===== src/rtl/xsl_pkg.sv =====
package xsl_pkg;
  localparam int NGRP = 2;

  typedef enum logic [3:0] {
    RA_SRC     = 4'd0,
    RA_DST     = 4'd1,
    RA_LEN     = 4'd2,
    RA_COMMIT  = 4'd3,
    RA_LAUNCH0 = 4'd4,
    RA_LAUNCH1 = 4'd5,
    RA_FREE    = 4'd6,
    RA_IRQ     = 4'd7,
    RA_MASK    = 4'd8,
    RA_PROF    = 4'd9,
    RA_G0RD    = 4'd10,
    RA_G0WR    = 4'd11,
    RA_G1RD    = 4'd12,
    RA_G1WR    = 4'd13
  } reg_addr_e;
endpackage


===== src/rtl/xsl_slot_fifo.sv =====
module xsl_slot_fifo #(
  parameter int DEPTH = 4,
  parameter int W     = 8,
  localparam int PW   = (DEPTH > 1) ? $clog2(DEPTH) : 1,
  localparam int CW   = $clog2(DEPTH + 1)
) (
  input  logic          clk,
  input  logic          rst_n,
  input  logic          push,
  input  logic [W-1:0]  din,
  input  logic          pop,
  output logic [W-1:0]  dout,
  output logic [CW-1:0] count,
  output logic          empty,
  output logic          full
);
  logic [W-1:0]  mem [DEPTH];
  logic [PW-1:0] wr_ptr, rd_ptr;

  function automatic logic [PW-1:0] bump(input logic [PW-1:0] p);
    return (p == PW'(DEPTH - 1)) ? '0 : p + 1'b1;
  endfunction

  assign empty = (count == '0);
  assign full  = (count == CW'(DEPTH));
  assign dout  = mem[rd_ptr];

  always_ff @(posedge clk) begin
    if (push && !full) mem[wr_ptr] <= din;
  end

  always_ff @(posedge clk) begin
    if (!rst_n) begin
      wr_ptr <= '0;
      rd_ptr <= '0;
      count  <= '0;
    end else begin
      if (push && !full) wr_ptr <= bump(wr_ptr);
      if (pop && !empty) rd_ptr <= bump(rd_ptr);
      case ({push && !full, pop && !empty})
        2'b10:   count <= count + 1'b1;
        2'b01:   count <= count - 1'b1;
        default: count <= count;
      endcase
    end
  end
endmodule


===== src/rtl/xsl_group_track.sv =====
module xsl_group_track #(
  parameter int SLOTS = 4,
  parameter int CNT_W = 32,
  localparam int OW   = $clog2(SLOTS + 1)
) (
  input  logic             clk,
  input  logic             rst_n,
  input  logic             commit_i,
  input  logic             finish_i,
  input  logic             launch_i,
  input  logic             clr_i,
  input  logic             stall_en_i,
  input  logic             rd_hit_i,
  input  logic             wr_hit_i,
  output logic             launched_o,
  output logic             pending_o,
  output logic [OW-1:0]    outst_o,
  output logic [CNT_W-1:0] rd_cnt_o,
  output logic [CNT_W-1:0] wr_cnt_o
);
  logic drained;
  assign drained = launched_o && (outst_o == '0) && !commit_i && !launch_i;

  always_ff @(posedge clk) begin
    if (!rst_n) begin
      outst_o <= '0;
    end else begin
      case ({commit_i, finish_i})
        2'b10:   outst_o <= outst_o + 1'b1;
        2'b01:   outst_o <= outst_o - 1'b1;
        default: outst_o <= outst_o;
      endcase
    end
  end

  always_ff @(posedge clk) begin
    if (!rst_n) begin
      launched_o <= 1'b0;
      pending_o  <= 1'b0;
    end else begin
      if (launch_i)     launched_o <= 1'b1;
      else if (drained) launched_o <= 1'b0;
      if (drained)      pending_o  <= 1'b1;
      else if (clr_i)   pending_o  <= 1'b0;
    end
  end

  always_ff @(posedge clk) begin
    if (!rst_n || launch_i) begin
      rd_cnt_o <= '0;
      wr_cnt_o <= '0;
    end else if (stall_en_i) begin
      if (rd_hit_i && !(&rd_cnt_o)) rd_cnt_o <= rd_cnt_o + 1'b1;
      if (wr_hit_i && !(&wr_cnt_o)) wr_cnt_o <= wr_cnt_o + 1'b1;
    end
  end
endmodule


===== src/rtl/xfer_slot_launcher.sv =====
module xfer_slot_launcher
  import xsl_pkg::*;
#(
  parameter int SLOTS  = 4,
  parameter int DATA_W = 32,
  parameter int ADDR_W = 32,
  parameter int LEN_W  = 32,
  parameter int CNT_W  = 32,
  localparam int DESC_W = 2 * ADDR_W + LEN_W + 1,
  localparam int FREE_W = $clog2(SLOTS + 1)
) (
  input  logic              clk,
  input  logic              rst_n,
  input  logic              reg_we,
  input  logic [3:0]        reg_addr,
  input  logic [DATA_W-1:0] reg_wdata,
  output logic [DATA_W-1:0] reg_rdata,
  output logic              req_valid,
  input  logic              req_ready,
  output logic [ADDR_W-1:0] req_src,
  output logic [ADDR_W-1:0] req_dst,
  output logic [LEN_W-1:0]  req_len,
  output logic              req_grp,
  input  logic              cmp_valid,
  input  logic              rd_stall,
  input  logic              wr_stall,
  output logic [NGRP-1:0]   irq
);
  logic [ADDR_W-1:0] src_q, dst_q;
  logic [LEN_W-1:0]  len_q;
  logic              cur_grp, prof_en, busy, busy_grp;
  logic [NGRP-1:0]   mask_q;

  logic [DESC_W-1:0] head;
  logic [FREE_W-1:0] q_count, free_cnt;
  logic              q_empty, q_full, do_push, do_pop, finish, commit_wr;
  logic [NGRP-1:0]   launch_wr, irq_clr, launched, pending;
  logic [NGRP-1:0][FREE_W-1:0] outst;
  logic [NGRP-1:0][CNT_W-1:0]  rd_cnt, wr_cnt;

  assign commit_wr    = reg_we && (reg_addr == RA_COMMIT) && reg_wdata[0];
  assign launch_wr[0] = reg_we && (reg_addr == RA_LAUNCH0) && reg_wdata[0];
  assign launch_wr[1] = reg_we && (reg_addr == RA_LAUNCH1) && reg_wdata[0];
  assign free_cnt     = FREE_W'(SLOTS) - q_count - FREE_W'(busy);
  assign do_push      = commit_wr && (free_cnt != '0);
  assign finish       = busy && cmp_valid;

  always_ff @(posedge clk) begin
    if (!rst_n) begin
      src_q   <= '0;
      dst_q   <= '0;
      len_q   <= '0;
      cur_grp <= 1'b0;
      mask_q  <= '1;
      prof_en <= 1'b0;
    end else begin
      if (reg_we) begin
        case (reg_addr)
          RA_SRC:  src_q   <= ADDR_W'(reg_wdata);
          RA_DST:  dst_q   <= ADDR_W'(reg_wdata);
          RA_LEN:  len_q   <= LEN_W'(reg_wdata);
          RA_MASK: mask_q  <= reg_wdata[NGRP-1:0];
          RA_PROF: prof_en <= reg_wdata[0];
          default: ;
        endcase
      end
      if (launch_wr[0])      cur_grp <= 1'b1;
      else if (launch_wr[1]) cur_grp <= 1'b0;
    end
  end

  xsl_slot_fifo #(.DEPTH(SLOTS), .W(DESC_W)) u_fifo (
    .clk   (clk),
    .rst_n (rst_n),
    .push  (do_push),
    .din   ({src_q, dst_q, len_q, cur_grp}),
    .pop   (do_pop),
    .dout  (head),
    .count (q_count),
    .empty (q_empty),
    .full  (q_full)
  );

  assign {req_src, req_dst, req_len, req_grp} = head;
  assign req_valid = !busy && !q_empty && launched[req_grp];
  assign do_pop    = req_valid && req_ready;

  always_ff @(posedge clk) begin
    if (!rst_n) begin
      busy     <= 1'b0;
      busy_grp <= 1'b0;
    end else if (do_pop) begin
      busy     <= 1'b1;
      busy_grp <= req_grp;
    end else if (finish) begin
      busy     <= 1'b0;
    end
  end

  for (genvar g = 0; g < NGRP; g++) begin : g_grp
    logic mine;
    assign mine       = busy && (busy_grp == 1'(g));
    assign irq_clr[g] = reg_we && (reg_addr == RA_IRQ) && reg_wdata[g];

    xsl_group_track #(.SLOTS(SLOTS), .CNT_W(CNT_W)) u_track (
      .clk        (clk),
      .rst_n      (rst_n),
      .commit_i   (do_push && (cur_grp == 1'(g))),
      .finish_i   (finish && (busy_grp == 1'(g))),
      .launch_i   (launch_wr[g]),
      .clr_i      (irq_clr[g]),
      .stall_en_i (prof_en),
      .rd_hit_i   (mine && rd_stall),
      .wr_hit_i   (mine && wr_stall),
      .launched_o (launched[g]),
      .pending_o  (pending[g]),
      .outst_o    (outst[g]),
      .rd_cnt_o   (rd_cnt[g]),
      .wr_cnt_o   (wr_cnt[g])
    );
    assign irq[g] = pending[g] && mask_q[g];
  end

  always_comb begin
    reg_rdata = '0;
    case (reg_addr)
      RA_SRC:  reg_rdata = DATA_W'(src_q);
      RA_DST:  reg_rdata = DATA_W'(dst_q);
      RA_LEN:  reg_rdata = DATA_W'(len_q);
      RA_FREE: reg_rdata = DATA_W'(free_cnt);
      RA_IRQ:  reg_rdata = DATA_W'(pending);
      RA_MASK: reg_rdata = DATA_W'(mask_q);
      RA_PROF: reg_rdata = DATA_W'(prof_en);
      RA_G0RD: reg_rdata = DATA_W'(rd_cnt[0]);
      RA_G0WR: reg_rdata = DATA_W'(wr_cnt[0]);
      RA_G1RD: reg_rdata = DATA_W'(rd_cnt[1]);
      RA_G1WR: reg_rdata = DATA_W'(wr_cnt[1]);
      default: reg_rdata = '0;
    endcase
  end
endmodule


===== config.mk =====
export PLATFORM = sky130hd
export DESIGN_NAME = xfer_slot_launcher
export DESIGN_NICKNAME = d
export VERILOG_FILES = /design/src/rtl/xsl_pkg.sv /design/src/rtl/xsl_slot_fifo.sv /design/src/rtl/xsl_group_track.sv /design/src/rtl/xfer_slot_launcher.sv
export SDC_FILE = /design/constraint.sdc
export NUM_CORES = 1
export LEC_CHECK = 0
export ABC_CLOCK_PERIOD_IN_PS = 11400
export BUFFER_PORTS_ARGS = -buffer_cell sky130_fd_sc_hd__buf_2
export CAP_MARGIN = 20
export CELL_PAD_IN_SITES_DETAIL_PLACEMENT = 0
export CELL_PAD_IN_SITES_GLOBAL_PLACEMENT = 1
export CORE_UTILIZATION = 54
export DETAILED_ROUTE_END_ITERATION = 7
export GPL_ROUTABILITY_DRIVEN = 0
export HOLD_SLACK_MARGIN = 0.1
export PLACE_DENSITY_LB_ADDON = 0.1
export SYNTH_ARGS = -nofsm -noshare
export SYNTH_HDL_FRONTEND = slang
export SYNTH_HIERARCHICAL = 1
export SYNTH_SLANG_ARGS = --single-unit
export TNS_END_PERCENT = 20

===== constraint.sdc =====
create_clock -name clk -period 11.4 [get_ports clk]
set_input_delay 0.57 -clock clk [delete_from_list [all_inputs] [get_ports clk]]
set_output_delay 0.57 -clock clk [all_outputs]
set_load 0.05 [all_outputs]

==> out/metrics.csv, run 1 <==
metric,value,unit
synth_edf_count,388,
path_max_fanout,60,
die-width,227.7,um
start_util,54.83,%
synth_warnings,6,
fp.dieH,227.7,um
dp_slack,6913,ps
hold_viol_final,0,
fin_area,31030,um^2
crit_type,reg -> reg,
place.detailed.hpwl,55930,um
grtUsageTotal,31.30,%
ys_seq_area_share,60.47,%
clock-sinks,637,
finalSetupViolations,0,
clk_path_buf_depth,3,
drv_slew,0,
io_pins,175,
slew-limit-headroom,27.24,%
placed_area,28710,um^2
vias,19490,
holdWs,227.1,ps
syn_nets,2222,
synth-main-ff-cell,edfxtp_1,
cts_resized,0,
io_buffers,174,
ys_types,81,
p_leak,0.01008,uW
async_flop_share,0,%
syn_avg_cell_area,12.72,um^2
grt_max_degree,99,
via_per_inst,6.452,
hp-class,in -> reg,
end_kind,flip-flop,
cts_setup_buffers,0,
clk_latency,610,ps
dieArea,51850,um^2
design.core.area,50170,um^2
overflow,0,
tritoncts,built,
clock-skew-final,21.40,ps
max_cap_viol_count,0,
rows,82,
syn_area,27510,um^2
syn_to_final_growth,12.81,%
cp.arrival,4240,ps
totalWireLength,81390,um
drcViolationCount,0,
drt_iter0_markers,2254,
fin_ws,7376,ps
final_nets,2351,
fmax,248.5,MHz
holdBufCountCts,0,
ys_seq_elements,637,
clockRootBuffer,clkbuf_16,
path_clk_slew,60,ps
peakVddDrop,0.1033,mV
syn_inst,2162,
fin_crit,4024,ps
cts_max_level,3,
rsz0062_at_grt,no,
powerDensity,155.2,nW/um^2
cts_buffers,68,
status,completed,
fin_setup_tns,0,ps
grt_pass1_vias,18250,
wire_per_inst,26.95,um
tightest_slew,1081,ps
grt_pass1_wl,120300,um
layout-drive-gt1-share,19.52,%
finalCritPeriodShare,35.30,%
grt_antenna_before_repair,2,
drt-pass1-iter-count,6,
startpoint_type,flip-flop,
worstPathRequired,11620,ps
ant_nets,0,
power,4817,uW
## registers in the layout, summed over array words and instances (netlist names), 2 cells and up, named ones only
| register | count |
|---|---|
| dst_q | 32 |
| g_grp.u_track/launched_o | 2 |
| g_grp.u_track/outst_o | 6 |
| g_grp.u_track/pending_o | 2 |
| g_grp.u_track/rd_cnt_o | 64 |
| g_grp.u_track/wr_cnt_o | 64 |
| len_q | 32 |
| mask_q | 2 |
| src_q | 32 |
| u_fifo/count | 3 |
| u_fifo/mem | 388 |
| u_fifo/rd_ptr | 2 |
| u_fifo/wr_ptr | 2 |
## cells in the final DEF, fill, tap and decap left out, types with 14 or more instances in the layout
cell type	n
mux4_2	97
a32oi_1	16
a21boi_1	52
and2_1	24
ha_1	14
edfxtp_1	388
or3_1	39
buf_4	25
xnor2_1	35
o211ai_1	18
dfxtp_1	247
clkbuf_1	17
nor2_1	77
o21ai_0	53
nand2_1	295
nand4_1	43
clkbuf_16	72
inv_1	27
buf_2	173
nor4_1	16
a211oi_1	17
and4_1	16
o31ai_1	20
or4_1	42
nand3_1	59
and3_1	38
a22oi_1	52
a21boi_0	49
mux2i_1	16
a21oi_1	55
nor3_1	20
## critical path: stages, from the launching register on
cell     delay (ps)
dfxtp_1         390
inv_1           100
ha_1            200
ha_1            180
xor2_1          270
nor3_1          100
nor3_1          240
nor2b_1         570
and2_4          660
buf_4           790
## final cells by class
class,count,area [um^2]
repair buffers,198,1054
flip-flops and latches,637,16640
clock buffers,94,1934
diodes,2,5.005
clock inverters,31,387.9
multi-input cells,1359,10070
well taps,672,840.8
inverters,27,101.3
fillers,3886,19140
## per-layer routing
layer / up-vias / global-route usage (%) / part of all wire (%)
li1: 8597 / - / -
met1: 9708 / 44.65 / 42
met2: 1020 / 47.89 / 45
met3: 159 / 5.863 / 9.6
met4: 2 / 11.61 / 3.4
met5: - / 0 / 0.020
## power breakdown
group	switching (uW)	internal, uW
logic	77.4	26.5
clock network	930	1340
registers	13.3	2430
## worst paths after layout
path	depth (start not counted)	slack, ps	start	end
min reg2reg	2	490	g_grp[1].u_track/wr_cnt_o[5]	g_grp[1].u_track/wr_cnt_o[5]
min	3	230	reg_wdata[18]	dst_q[18]
max reg2reg	9	7380	busy	u_fifo/mem[3][39]
max	9	7380	busy	u_fifo/mem[3][39]
## cell families after synthesis
logic type | synth area share (%)
DFF | 60.47
and+or+nand+nor | 13.94
xor gates and xnor gates | 1.433
muxes | 9.014
buffers and inverters | 3.025
AOI/OAI and AO/OA | 11.26
adders and majority gates | 0.8551
## per-stage QoR
stage	util [%]	instances
6_report	61.86	3020
3_5_place_dp	57.22	2893
5_1_grt	61.85	3018
4_1_cts	61.85	3018
2_1_floorplan	-	2162
3_3_place_gp	57.22	2893
## cells in the mapped netlist, types with 12 or more instances
| cell | count | area, um^2 |
|---|---|---|
| buf_2 | 48 | 240.2 |
| and3_1 | 38 | 237.7 |
| o31ai_1 | 20 | 150.1 |
| mux4_2 | 97 | 2185 |
| mux2i_1 | 16 | 160.2 |
| a32oi_1 | 16 | 140.1 |
| nand3_1 | 60 | 300.3 |
| ha_1 | 14 | 175.2 |
| and2_1 | 28 | 175.2 |
| and4_1 | 16 | 140.1 |
| a21boi_0 | 49 | 367.9 |
| xnor2_1 | 35 | 306.5 |
| nor2b_1 | 13 | 81.33 |
| inv_1 | 27 | 101.4 |
| a211oi_1 | 17 | 127.6 |
| a21oi_1 | 55 | 275.3 |
| nor4_1 | 16 | 100.1 |
| nand4_1 | 43 | 269.0 |
| nor3_1 | 20 | 100.1 |
| edfxtp_1 | 388 | 11650 |
| o21ai_0 | 53 | 265.3 |
| or3_1 | 39 | 244.0 |
| nor2_1 | 78 | 292.8 |
| or4_1 | 42 | 315.3 |
| buf_4 | 12 | 90.09 |
| mux2_2 | 12 | 135.1 |
| o211ai_1 | 18 | 135.1 |
| a22oi_1 | 52 | 390.4 |
| clkbuf_1 | 64 | 240.2 |
| dfxtp_1 | 249 | 4985 |
| a21boi_1 | 52 | 390.4 |
| nand2_1 | 295 | 1107 |
Note: power is estimated with default switching activity, not from simulation.
==> run 2: changes to the inputs <==
--- a/config.mk
+++ b/config.mk
@@ -5,12 +5,13 @@
 export SDC_FILE = /design/constraint.sdc
 export NUM_CORES = 1
 export LEC_CHECK = 0
-export ABC_CLOCK_PERIOD_IN_PS = 11400
+export ABC_AREA = 1
+export ABC_CLOCK_PERIOD_IN_PS = 3500
 export BUFFER_PORTS_ARGS = -buffer_cell sky130_fd_sc_hd__buf_2
 export CAP_MARGIN = 20
 export CELL_PAD_IN_SITES_DETAIL_PLACEMENT = 0
 export CELL_PAD_IN_SITES_GLOBAL_PLACEMENT = 1
-export CORE_UTILIZATION = 54
+export CORE_UTILIZATION = 42
 export DETAILED_ROUTE_END_ITERATION = 7
 export GPL_ROUTABILITY_DRIVEN = 0
 export HOLD_SLACK_MARGIN = 0.1
==> constraint.sdc (replaced) <==
create_clock -name clk -period 3.5 [get_ports clk]
set_input_delay 0.175 -clock clk [delete_from_list [all_inputs] [get_ports clk]]
set_output_delay 0.175 -clock clk [all_outputs]
set_load 0.05 [all_outputs]
==> run 2 against run 1 <==
  * Power increased to 3.4 times the previous value
  * Non-clock buffer count rose by 62
  * Die area is 37% higher
  * Highest routed layer is now met4
  * Register-to-register slack lost 6800 ps
  * Critical path type is now reg -> out
  * Utilization fell by 13 points
==> out/metrics.csv, run 2 <==
metric,value,unit,change
status,completed,,
io_pins,175,,unchanged
finalSetupViolations,0,,unchanged
path_buf_inv,3,,+1
top_register,u_fifo/mem,,
cts_resized,0,,unchanged
rows,96,,+17%
dieArea,71010,um^2,+37%
layout-drive-gt1-share,11.66,%,-7.9 points
p_leak,0.01242,uW,+23%
place.detailed.hpwl,65700,um,+17%
syn_to_final_growth,15.67,%,
totalWireLength,94500,um,+16%
die-width,266.5,um,+17%
tightest_slew,1118,ps,+36.32 ps
startpoint_type,flip-flop,,
cpPeakStageDelay,490,ps,-300 ps
grt_pass1_wl,140600,um,+17%
fp.dieH,266.5,um,+17%
holdWs,123.9,ps,-103.1 ps
peakVddDrop,0.2914,mV,+180%
cp_top_family,buffers and inverters,,
clockRootBuffer,clkbuf_16,,
io_buffers,174,,unchanged
start_util,42.61,%,-12 points
hold_viol_final,0,,unchanged
final_common_cell,nand2_1,,
clk_latency,620,ps,about the same
crit_type,reg -> out,,
clk_path_buf_depth,3,,unchanged
syn_nets,3490,,+57%
vias,24120,,+24%
drcViolationCount,0,,unchanged
cts_max_level,3,,unchanged
drv_slew,0,,unchanged
syn_area,29380,um^2,+6.8%
layout_common_cells,"nand2_1, nor2_1, edfxtp_1",,
hp-class,in -> reg,,
drt_iter0_markers,2145,,-4.8%
slew-limit-headroom,25.49,%,-1.8 points
tritoncts,built,,
drt-pass1-iter-count,6,,unchanged
max_cap_viol_count,0,,unchanged
final_nets,3673,,+56%
fin_setup_tns,0,ps,unchanged
cp.arrival,3130,ps,-1110 ps
syn_avg_cell_area,8.565,um^2,-33%
end_kind,output port,,
power,16410,uW,+240%
worstPathRequired,3320,ps,-8300 ps
grt_antenna_before_repair,3,,+1
dp_slack,624.4,ps,-6289 ps
crit_slowest_cell,o22ai_1,,
finish.utilization,49.29,%,-13 points
largest_reg_flops,388,,unchanged
synth_warnings,6,,unchanged
reg.largest.list,"u_fifo/mem (388), g_grp.u_track/rd_cnt_o (64), g_grp.u_track/wr_cnt_o (64)",,
grtUsageTotal,26.33,%,-5.0 points
path_cells,inv_6 -> buf_12 -> o21ai_1 -> o22ai_1 -> buf_2,,
design.core.area,68950,um^2,+37%
overflow,0,,unchanged
fin_ws,196.2,ps,-7180 ps
fin_crit,3304,ps,
path_max_fanout,154,,+160%
ant_nets,0,,unchanged
cts_buffers,72,,+5.9%
powerDensity,482.8,nW/um^2,+210%
rsz0062_at_grt,no,,
clock-skew-final,24.27,ps,+2.864 ps
wire_per_inst,20.54,um,-24%
grt_max_degree,165,,+67%
finalCritPeriodShare,94.39,%,
fmax,302.7,MHz,
grt_pass1_vias,22640,,+24%
via_per_inst,5.242,,-19%
syn_inst,3430,,+59%
path_clk_slew,60,ps,about the same
clock-sinks,637,,unchanged
[run 2: worst paths after layout]
path,startpoint,endpoint,slack [ps],cells after the start
max,flip-flop,req_src[14],200,5
min,reg_addr[0],cur_grp,120,4
max reg2reg,flip-flop,u_fifo/count[2],590,17
min reg2reg,g_grp[1].u_track/outst_o[2],g_grp[1].u_track/outst_o[2],480,2
[run 2: cell type report]
type | count | area, um^2
fillers | 6639 | 34960
repair buffers | 260 | 1792
clock inverters | 40 | 604.3
flip-flops and latches | 637 | 16640
diodes | 1 | 2.502
inverters | 247 | 935.9
well taps | 931 | 1165
clock buffers | 91 | 1944
multi-input cells | 2395 | 10900
[run 2: repair_timing]
action                    4_1_cts  5_1_grt
setup buffers                   0        0
hold endpoints to repair      121        0
hold buffers                   41        0
[run 2: report_power, final]
| group | total (uW) | internal (uW) | switching, uW |
|---|---|---|---|
| Clock | 8100 | 4880 | 3220 |
| Combinational | 365 | 109 | 257 |
| Sequential | 7940 | 7910 | 35.4 |
[run 2: tightest hold or removal path, cell delays in order]
cell	delay, ps
buf_2	180
nor2_2	110
nand3_1	140
a21oi_1	80
[run 2: layer usage]
metal  global-route usage [%]  vias to the layer above  wire [um]
li1                         -                    11710          -
met1                    34.97                    11520      40800
met2                    44.03                      776      45170
met3                    4.493                      120       6060
met4                    7.533                        0       2470
met5                        0                        -          0
[run 2: through the flow]
stage / std cells / area, um^2
after detailed placement: 4428 / 30990
after floorplan: 3430 / 29390
after global routing: 4602 / 33980
after CTS: 4600 / 33950
final: 4602 / 33980
after global placement: 4428 / 30990
